### config.mk
export PLATFORM = sky130hd
export DESIGN_NAME = sysreg_scratch_gate
export DESIGN_NICKNAME = d
export VERILOG_FILES = /design/src/rtl/sysreg_gate_pkg.sv /design/src/rtl/scratch_sel_decode.sv /design/src/rtl/scratch_priv_check.sv /design/src/rtl/scratch_store.sv /design/src/rtl/sysreg_scratch_gate.sv
export SDC_FILE = /design/constraint.sdc
export NUM_CORES = 1
export LEC_CHECK = 0
export BUFFER_PORTS_ARGS = -buffer_cell sky130_fd_sc_hd__buf_2
export CAP_MARGIN = 10
export CELL_PAD_IN_SITES_DETAIL_PLACEMENT = 0
export CELL_PAD_IN_SITES_GLOBAL_PLACEMENT = 2
export CORE_AREA = 2 2 112 114
export DETAILED_ROUTE_END_ITERATION = 16
export DIE_AREA = 0 0 114 116
export GPL_TIMING_DRIVEN = 0
export PLACE_DENSITY = 0.75
export SYNTH_ARGS = -nofsm -noshare
export SYNTH_HDL_FRONTEND = slang
export SYNTH_SLANG_ARGS = --single-unit
### constraint.sdc
create_clock -name clk -period 1.7 [get_ports clk]
set_input_delay 0 -clock clk [delete_from_list [all_inputs] [get_ports clk]]
set_output_delay 0 -clock clk [all_outputs]
set_load 0.1 [all_outputs]
### src/rtl/sysreg_gate_pkg.sv
package sysreg_gate_pkg;

   typedef enum logic [1:0] {
      ST_OK    = 2'b00,
      ST_UNDEF = 2'b01,
      ST_TRAP  = 2'b10
   } acc_status_e;

   typedef struct packed {
      logic [1:0] op0;
      logic [2:0] op1;
      logic [3:0] crn;
      logic [3:0] crm;
      logic [2:0] op2;
   } sel_t;

   typedef struct packed {
      logic l2_on;
      logic l2_wide;
      logic l3_here;
      logic l3_fgt;
      logic rd_trap;
      logic wr_trap;
   } hyp_cfg_t;

endpackage

### src/rtl/scratch_sel_decode.sv
module scratch_sel_decode
   import sysreg_gate_pkg::*;
#(
   parameter logic [1:0] M_OP0 = 2'b11,
   parameter logic [2:0] M_OP1 = 3'b000,
   parameter logic [3:0] M_CRN = 4'b1101,
   parameter logic [3:0] M_CRM = 4'b0000,
   parameter logic [2:0] M_OP2 = 3'b100
) (
   input  sel_t sel,
   input  logic rd_req,
   input  logic wr_req,
   output logic hit,
   output logic is_read,
   output logic is_write
);
   localparam sel_t MATCH = '{op0: M_OP0, op1: M_OP1, crn: M_CRN, crm: M_CRM, op2: M_OP2};

   logic sel_match;

   always_comb begin
      sel_match = (sel == MATCH);
      hit       = sel_match & (rd_req | wr_req);
      is_write  = hit & wr_req;
      is_read   = hit & rd_req & ~wr_req;
   end
endmodule

### src/rtl/scratch_priv_check.sv
module scratch_priv_check
   import sysreg_gate_pkg::*;
#(
   parameter bit          HAS_FGT = 1'b1,
   parameter int          EC_W    = 6,
   parameter logic [EC_W-1:0] TRAP_EC = EC_W'(8'h18),
   parameter logic [1:0]  TRAP_LVL = 2'd2
) (
   input  logic            clk,
   input  logic            rst_n,
   input  logic            is_read,
   input  logic            is_write,
   input  logic [1:0]      lvl,
   input  hyp_cfg_t        cfg,
   output acc_status_e     status,
   output logic [1:0]      trap_lvl,
   output logic [EC_W-1:0] trap_ec
);
   localparam logic [1:0] LVL_USER = 2'd0;
   localparam logic [1:0] LVL_SUP  = 2'd1;

   logic any_req;
   logic fgt_fire;

   generate
      if (EC_W < 5) begin : g_bad_ec
         $error("scratch_priv_check: EC_W too narrow for the syndrome class");
      end
      if (HAS_FGT) begin : g_fgt
         logic gate_open;
         logic dir_bit;
         always_comb begin
            gate_open = cfg.l2_on & cfg.l2_wide & (~cfg.l3_here | cfg.l3_fgt);
            dir_bit   = (is_read & cfg.rd_trap) | (is_write & cfg.wr_trap);
            fgt_fire  = gate_open & dir_bit;
         end
      end else begin : g_no_fgt
         assign fgt_fire = 1'b0;
      end
   endgenerate

   always_comb begin
      any_req  = is_read | is_write;
      status   = ST_OK;
      trap_lvl = 2'd0;
      trap_ec  = '0;
      if (any_req) begin
         if (lvl == LVL_USER) begin
            status = ST_UNDEF;
         end else if (lvl == LVL_SUP && fgt_fire) begin
            status   = ST_TRAP;
            trap_lvl = TRAP_LVL;
            trap_ec  = TRAP_EC;
         end
      end
   end

   assert_user_undef_R3: assert property (@(posedge clk) disable iff (!rst_n)
      (any_req && lvl == LVL_USER) |-> status == ST_UNDEF);

   assert_high_lvl_no_trap_R7: assert property (@(posedge clk) disable iff (!rst_n)
      (lvl[1]) |-> status != ST_TRAP);

   assert_dir_indep_R5: assert property (@(posedge clk) disable iff (!rst_n)
      (is_read && !cfg.rd_trap) |-> status != ST_TRAP);

endmodule

### src/rtl/scratch_store.sv
module scratch_store #(
   parameter int                DATA_W  = 64,
   parameter int                ALIAS_W = 32,
   parameter logic [DATA_W-1:0] POISON  = {(DATA_W/4){4'hD}}
) (
   input  logic              clk,
   input  logic              rst_n,
   input  logic              wr_wide,
   input  logic              wr_narrow,
   input  logic [DATA_W-1:0] wr_data,
   output logic [DATA_W-1:0] q
);
   localparam int HI_W = DATA_W - ALIAS_W;

   generate
      if (ALIAS_W < 1 || ALIAS_W > DATA_W) begin : g_bad_alias
         $error("scratch_store: ALIAS_W must lie in 1..DATA_W");
      end

      logic [ALIAS_W-1:0] lo_q;
      always_ff @(posedge clk or negedge rst_n) begin
         if (!rst_n)                  lo_q <= POISON[ALIAS_W-1:0];
         else if (wr_wide | wr_narrow) lo_q <= wr_data[ALIAS_W-1:0];
      end

      if (HI_W > 0) begin : g_split
         logic [HI_W-1:0] hi_q;
         always_ff @(posedge clk or negedge rst_n) begin
            if (!rst_n)       hi_q <= POISON[DATA_W-1:ALIAS_W];
            else if (wr_wide) hi_q <= wr_data[DATA_W-1:ALIAS_W];
         end
         assign q = {hi_q, lo_q};

         assert_alias_high_kept_R8: assert property (@(posedge clk) disable iff (!rst_n)
            (wr_narrow && !wr_wide) |=> q[DATA_W-1:ALIAS_W] == $past(q[DATA_W-1:ALIAS_W]));
      end else begin : g_flat
         assign q = lo_q;
      end
   endgenerate

   assert_alias_low_taken_R8: assert property (@(posedge clk) disable iff (!rst_n)
      (wr_narrow) |=> q[ALIAS_W-1:0] == $past(wr_data[ALIAS_W-1:0]));

   assert_one_write_kind: assert property (@(posedge clk) disable iff (!rst_n)
      !(wr_wide && wr_narrow));

endmodule

### src/rtl/sysreg_scratch_gate.sv
module sysreg_scratch_gate
   import sysreg_gate_pkg::*;
#(
   parameter int                DATA_W  = 64,
   parameter int                ALIAS_W = 32,
   parameter int                EC_W    = 6,
   parameter bit                HAS_FGT = 1'b1,
   parameter logic [EC_W-1:0]   TRAP_EC = 6'h18,
   parameter logic [DATA_W-1:0] POISON  = {(DATA_W/4){4'hD}}
) (
   input  logic              clk,
   input  logic              rst_n,
   input  logic [1:0]        sel_op0,
   input  logic [2:0]        sel_op1,
   input  logic [3:0]        sel_crn,
   input  logic [3:0]        sel_crm,
   input  logic [2:0]        sel_op2,
   input  logic              rd_req,
   input  logic              wr_req,
   input  logic              narrow,
   input  logic [DATA_W-1:0] wr_data,
   input  logic [1:0]        cur_lvl,
   input  logic              hyp_l2_on,
   input  logic              hyp_l2_wide,
   input  logic              hyp_l3_here,
   input  logic              hyp_l3_fgt,
   input  logic              hyp_rd_trap,
   input  logic              hyp_wr_trap,
   output logic [DATA_W-1:0] rd_data,
   output logic              hit,
   output logic [1:0]        status,
   output logic [1:0]        trap_lvl,
   output logic [EC_W-1:0]   trap_ec
);
   localparam int HI_W = DATA_W - ALIAS_W;

   sel_t        sel;
   hyp_cfg_t    cfg;
   logic        is_read, is_write;
   acc_status_e st;
   logic        granted;
   logic        wr_wide, wr_narrow;
   logic [DATA_W-1:0] q;

   assign sel = '{op0: sel_op0, op1: sel_op1, crn: sel_crn, crm: sel_crm, op2: sel_op2};
   assign cfg = '{l2_on: hyp_l2_on, l2_wide: hyp_l2_wide, l3_here: hyp_l3_here,
                  l3_fgt: hyp_l3_fgt, rd_trap: hyp_rd_trap, wr_trap: hyp_wr_trap};

   scratch_sel_decode u_dec (
      .sel      (sel),
      .rd_req   (rd_req),
      .wr_req   (wr_req),
      .hit      (hit),
      .is_read  (is_read),
      .is_write (is_write)
   );

   scratch_priv_check #(
      .HAS_FGT (HAS_FGT),
      .EC_W    (EC_W),
      .TRAP_EC (TRAP_EC)
   ) u_chk (
      .clk      (clk),
      .rst_n    (rst_n),
      .is_read  (is_read),
      .is_write (is_write),
      .lvl      (cur_lvl),
      .cfg      (cfg),
      .status   (st),
      .trap_lvl (trap_lvl),
      .trap_ec  (trap_ec)
   );

   assign granted   = (st == ST_OK);
   assign wr_wide   = is_write & granted & ~narrow;
   assign wr_narrow = is_write & granted & narrow;
   assign status    = st;

   scratch_store #(
      .DATA_W  (DATA_W),
      .ALIAS_W (ALIAS_W),
      .POISON  (POISON)
   ) u_store (
      .clk       (clk),
      .rst_n     (rst_n),
      .wr_wide   (wr_wide),
      .wr_narrow (wr_narrow),
      .wr_data   (wr_data),
      .q         (q)
   );

   generate
      if (HI_W > 0) begin : g_rd_split
         always_comb begin
            rd_data = '0;
            if (is_read && granted) rd_data = narrow ? {{HI_W{1'b0}}, q[ALIAS_W-1:0]} : q;
         end
      end else begin : g_rd_flat
         always_comb begin
            rd_data = '0;
            if (is_read && granted) rd_data = q;
         end
      end
   endgenerate

   assert_trap_no_update_R6: assert property (@(posedge clk) disable iff (!rst_n)
      (is_write && st != ST_OK) |=> q == $past(q));

   assert_trap_report_R6: assert property (@(posedge clk) disable iff (!rst_n)
      (status == ST_TRAP) |-> (trap_lvl == 2'd2 && trap_ec == TRAP_EC && rd_data == '0));

   assert_wide_write_R7: assert property (@(posedge clk) disable iff (!rst_n)
      (is_write && status == ST_OK && !narrow) |=> q == $past(wr_data));

   assert_idle_ok_R9: assert property (@(posedge clk) disable iff (!rst_n)
      (!rd_req && !wr_req) |-> (status == ST_OK && trap_lvl == 2'd0 && trap_ec == '0));

   assert_miss_quiet_R2: assert property (@(posedge clk) disable iff (!rst_n)
      (!hit) |=> q == $past(q));

endmodule

Yosys cells after proc, flatten, opt, wreduce, memory -nomap -nowiden --
Cells that the tools add are included.
Cells by class: bitwise operators 20, reductions and logical operators 4, equality and inequality tests 2, multiplexer cells 10
Operators with widths (number):
- 64-bit 2-to-1 mux | 2
- 16-bit == test (second input constant) | 1
- 1-bit bitwise AND | 12
- 6-bit 2-to-1 mux | 2
- 2-bit 2-to-1 mux | 5
- 5-bit 2-to-1 mux | 1
- 1-bit OR | 5
- 2-bit zero test | 2
- 1-bit inverter | 3
- 2-bit by 1-bit == test with 1-bit output (second input constant) | 1
- 1-bit logical AND | 2
Storage, ports and cells: word-level logic and storage cells 38, bits of input ports 93, output and inout bits 75, flip-flop bits (word level) 64

Depth between registers and ports, before layout --
depth in word-level cells 15, gate-level depth with buffers 6, mapped depth without buffers 4

Modules after synthesis --
Synthesis repeated with hierarchy kept, for this count alone.
Unflattened totals: cells, all modules 234, area, all modules 3321.9 sq um
By module, submodules not included:
- scratch_store | sequential area each 1661.6 sq um, cells each 136, area each 2612.5 sq um, times used 1
- sysreg_scratch_gate | sequential area each 0.0 sq um, cells each 74, area each 514.2 sq um, times used 1
- scratch_priv_check | sequential area each 0.0 sq um, cells each 15, area each 105.1 sq um, times used 1
- scratch_sel_decode | sequential area each 0.0 sq um, cells each 9, area each 90.1 sq um, times used 1

Worst setup path before layout --
Ideal clock, no wire load.
kind input -> output, start in sel_op2[1], end out rd_data[32], data arrival time 3.406 ns, cell stages on the path 4, slack -1.706 ns, cells stage by stage or4_4 -> or4_1 -> buf_6 -> nor3b_1
On the way: longest elaborated chain between the ends 14
Ends and longest elaborated chain:
- start, declared | line sysreg_scratch_gate.sv:17 | input logic [2:0] sel_op2,
- 16-bit == test * | line scratch_sel_decode.sv:22 | sel_match = (sel == MATCH);
- 1-bit bitwise AND * | line scratch_sel_decode.sv:23 | hit = sel_match & (rd_req | wr_req);
- 1-bit bitwise AND (2 in a row) | line scratch_sel_decode.sv:25 | is_read = hit & rd_req & ~wr_req;
- 1-bit bitwise AND | line scratch_priv_check.sv:34 | dir_bit = (is_read & cfg.rd_trap) | (is_write & cfg.wr_trap);
- 1-bit OR | line scratch_priv_check.sv:34
- 1-bit bitwise AND | line scratch_priv_check.sv:35 | fgt_fire = gate_open & dir_bit;
- 1-bit logical AND | line scratch_priv_check.sv:50 | end else if (lvl == LVL_SUP && fgt_fire) begin
- 2-bit 2-to-1 mux | line scratch_priv_check.sv:50
- 2-bit 2-to-1 mux | line scratch_priv_check.sv:48 | if (lvl == LVL_USER) begin
- 2-bit 2-to-1 mux | line scratch_priv_check.sv:47 | if (any_req) begin
- 2-bit zero test | line sysreg_scratch_gate.sv:74 | assign granted = (st == ST_OK);
- 1-bit logical AND * | line sysreg_scratch_gate.sv:96 | if (is_read && granted) rd_data = narrow ? {{HI_W{1'b0}}, q[ALIAS_W-1:0]} : q;
- 64-bit 2-to-1 mux * | line sysreg_scratch_gate.sv:96
- end, declared | line sysreg_scratch_gate.sv:29 | output logic [DATA_W-1:0] rd_data,
Every way passes the cells marked *; elsewhere a longest branch is shown, timed or not.

Worst setup path after layout --
start in sel_crm[1], end out rd_data[37]
On the way: longest elaborated chain between the ends 14
Ends and longest elaborated chain:
- start, declared | line sysreg_scratch_gate.sv:16 | input logic [3:0] sel_crm,
- 16-bit == test * | line scratch_sel_decode.sv:22
- 1-bit bitwise AND * | line scratch_sel_decode.sv:23
- 1-bit bitwise AND (2 in a row) | line scratch_sel_decode.sv:25
- 1-bit bitwise AND | line scratch_priv_check.sv:34
- 1-bit OR | line scratch_priv_check.sv:34
- 1-bit bitwise AND | line scratch_priv_check.sv:35
- 1-bit logical AND | line scratch_priv_check.sv:50
- 2-bit 2-to-1 mux | line scratch_priv_check.sv:50
- 2-bit 2-to-1 mux | line scratch_priv_check.sv:48
- 2-bit 2-to-1 mux | line scratch_priv_check.sv:47
- 2-bit zero test | line sysreg_scratch_gate.sv:74
- 1-bit logical AND * | line sysreg_scratch_gate.sv:96
- 64-bit 2-to-1 mux * | line sysreg_scratch_gate.sv:96
Marks and branches as above.

==> impl_metrics.toml <==
[cts]
cts_tree = "done"
path_clk_slew_ns = 0.06
cts_buffers = 9
insertion_delay_ns = 0.32
h-tree-depth = 3
cts_sinks = 64
root_buffer = "clkbuf_16"
clockBufferDepth = 2

[synthesis]
ys_warn_count = 0
postSynthCellCount = 243
synthDistinctLibCells = 37
synth_area_sq_um = 3400
synth-seq-cells = 64
avgSynthCellArea_sq_um = 14.0
synth-edff-count = 0
synthArstFlopShare_pct = 100
synth_flop_cell = "dfstp_2"
seq_area_frac_synth_pct = 48.8

[cells_and_area]
fillers = 938
fin_cells = 647
multiInputGateArea_sq_um = 1880
regArea_sq_um = 1660
drive_gt1_share_pct = 78.8
final_net_count = 587
area_growth_pct = 103

[placed_design]
gp_congestion = 0.687
io_buffers = 161
hpwl_microns = 6360
dp_slack_ns = -0.860
dp_cells = 555

[floorplanning]
std_cell_rows = 40
initial_core_util_pct = 28.6
die_height_microns = 116
die_area_sq_um = 13200
die_w_microns = 114
core_area_sq_um = 11900
ioPinCount = 168

[routing]
vias_per_cell = 4.40
drc_errors = 0
drtPass1Iterations = 4
drt_first_iter_violations = 35
totalWireLength_microns = 9850
routedWlPerCell_microns = 15.2
via_count = 2845
antenna_left = 0

[sta]
hold_violations = 0
slew_headroom_pct = 32.1
timing.final.ws_setup_ns = -0.244
worstMarginPinSlew_ns = 1.02
slew_violations = 0
setup_viol = 37
period_share_pct = 114
finClkSkew_ns = 0
fmax_ghz = 0.514
fin_tns_setup_ns = -6.87
period_needed_ns = 1.94
rsz0062_at_grt = "yes"

[grt]
grt_pass1_wl_microns = 15400
grt_max_degree = 65
grt_use_total_pct = 15.0
antenna_found_initial = 1
overflow = 0
grt_pass1_vias = 3166

[flow_run]
maxCapViolCount = 0

[critical_path]
crit_arrival_ns = 1.94
cp_num_buf_inv = 4
critPathKind = "input port to primary output"
path_cells = "buf_6, or4_4, or4_4, buf_12, buf_16, nor3b_4, buf_12"
cp_top_family = "simple AND/OR/NAND/NOR gates"
path_max_fanout = 7
cp-start-kind = "input port"
end_kind = "primary output"
slowest_stage = "or4_4"
worst_path_largest_cell_delay_ns = 0.54
cp.required_ns = 1.70

[run_status]
status = "finished with violations"
failed_checks = "negative setup slack"

[hold_path]
hold_class = "input port to register"

[power_and_ir_drop]
total_power_mw = 3.75
peakVddDrop_mv = 0.351
p_leak_nw = 3.20
powerDensity_nw_per_um2 = 543
==> logic make-up (layout without fill, tap and decap cells) <==
group	count (synthesis)	after routing	share of synthesized area, %
AOI/OAI and AO/OA	4	4	1.36
buffers and inverters	27	279	6.54
DFF	64	64	48.8
muxes	64	64	21.2
other	1	6	0.110
and+or+nand+nor	83	83	22.0
==> stage by stage <==
step	hold slack, ns	area, sq um	utilization [%]
2_1_floorplan	-0.296	3740	-
3_3_place_gp	0.221	4730	39.7
3_5_place_dp	0.157	4730	39.7
4_1_cts	0.225	6530	54.8
5_1_grt	0.281	6910	58.0
6_report	0.254	6910	58.0
==> cells in the final DEF, fill, tap and decap left out, drive strengths merged, types with 2 or more instances in the layout <==
master | Yosys | final
and2 | 32 | 32
buf | 18 | 184
clkbuf | 6 | 22
clkinv | 0 | 3
conb | 1 | 5
dfrtp | 16 | 16
dfstp | 48 | 48
dlygate4sd3 | 1 | 66
inv | 2 | 2
mux2 | 64 | 64
nand3b | 2 | 2
nor3b | 32 | 32
nor4 | 4 | 4
or4 | 2 | 2
==> cell type report <==
| cell class | count | share of cell area [%] |
|---|---|---|
| clock buffer | 11 | 3.51 |
| tap | 147 | 2.66 |
| timing repair buffer | 236 | 37.4 |
| buffer | 25 | 4.17 |
| sequential | 64 | 24.1 |
| clock inverter | 5 | 0.815 |
| inverter | 2 | 0.109 |
| antenna | 1 | 0.0362 |
| multi-input combinational | 156 | 27.3 |
==> repair_timing <==
item                                   CTS  global route
pin swaps                               13            25
cloned                                   1             2
hold buffers                            65             0
setup endpoints to repair               72           127
setup buffers                            4             3
gates resized for setup                219            74
endpoints found under the hold margin   80             0
==> path summary, 6_finish.rpt <==
check | cells past startpoint | end | startpoint | slack, ns
setup / recovery | 7 | rd_data[37] | sel_crm[1] | -0.24
hold / removal | 4 | u_store.lo_q[31] | wr_req | 0.25
setup reg to reg | 1 | u_store.g_split.hi_q[9] | u_store.g_split.hi_q[9] | 0.91
hold reg to reg | 1 | u_store.g_split.hi_q[29] | u_store.g_split.hi_q[29] | 0.51
max in group asynchronous | 2 | u_store.g_split.hi_q[5] | rst_n | 0.86
min in group asynchronous | 2 | u_store.lo_q[17] | rst_n | 0.32
==> layer usage <==
| layer | vias to the layer above | global-route usage, % | wire length (microns) |
|---|---|---|---|
| met5 | - | 0 | 0 |
| met4 | 0 | 4.72 | 105 |
| met3 | 9 | 6.22 | 889 |
| met2 | 110 | 26.8 | 5060 |
| met1 | 1378 | 16.3 | 3800 |
| li1 | 1348 | - | - |
==> cells in the mapped netlist (2+ instances only) <==
master	n	area share, %
mux2_2	57	19
dfstp_2	48	37
and2_1	32	5.9
nor3b_2	30	11
dfrtp_1	16	12
buf_4	8	1.8
mux2_1	7	2.3
buf_2	6	0.88
buf_12	3	1.8
clkbuf_1	3	0.33
clkbuf_8	2	0.81
inv_1	2	0.22
nand3b_1	2	0.44
nor3b_1	2	0.44
nor4_1	2	0.37
nor4_2	2	0.73
==> registers in the layout, summed over array words and instances (netlist names) <==
register / count
u_store.lo_q: 32
u_store.g_split.hi_q: 32
==> power breakdown <==
group / switching (mW) / internal, mW / leakage, nW
combinational: 0.182 / 0.207 / 2.33
sequential: 0.000123 / 1.53 / 0.718
clock: 0.658 / 1.17 / 0.146
==> worst min-delay path, delay by kind of cell <==
| family | cells | cell delay, ns |
|---|---|---|
| buf+inv | 1 | 0.15 |
| simple gates | 2 | 0.18 |
| mux | 1 | 0.22 |
Note: power is estimated with default switching activity, not from simulation.
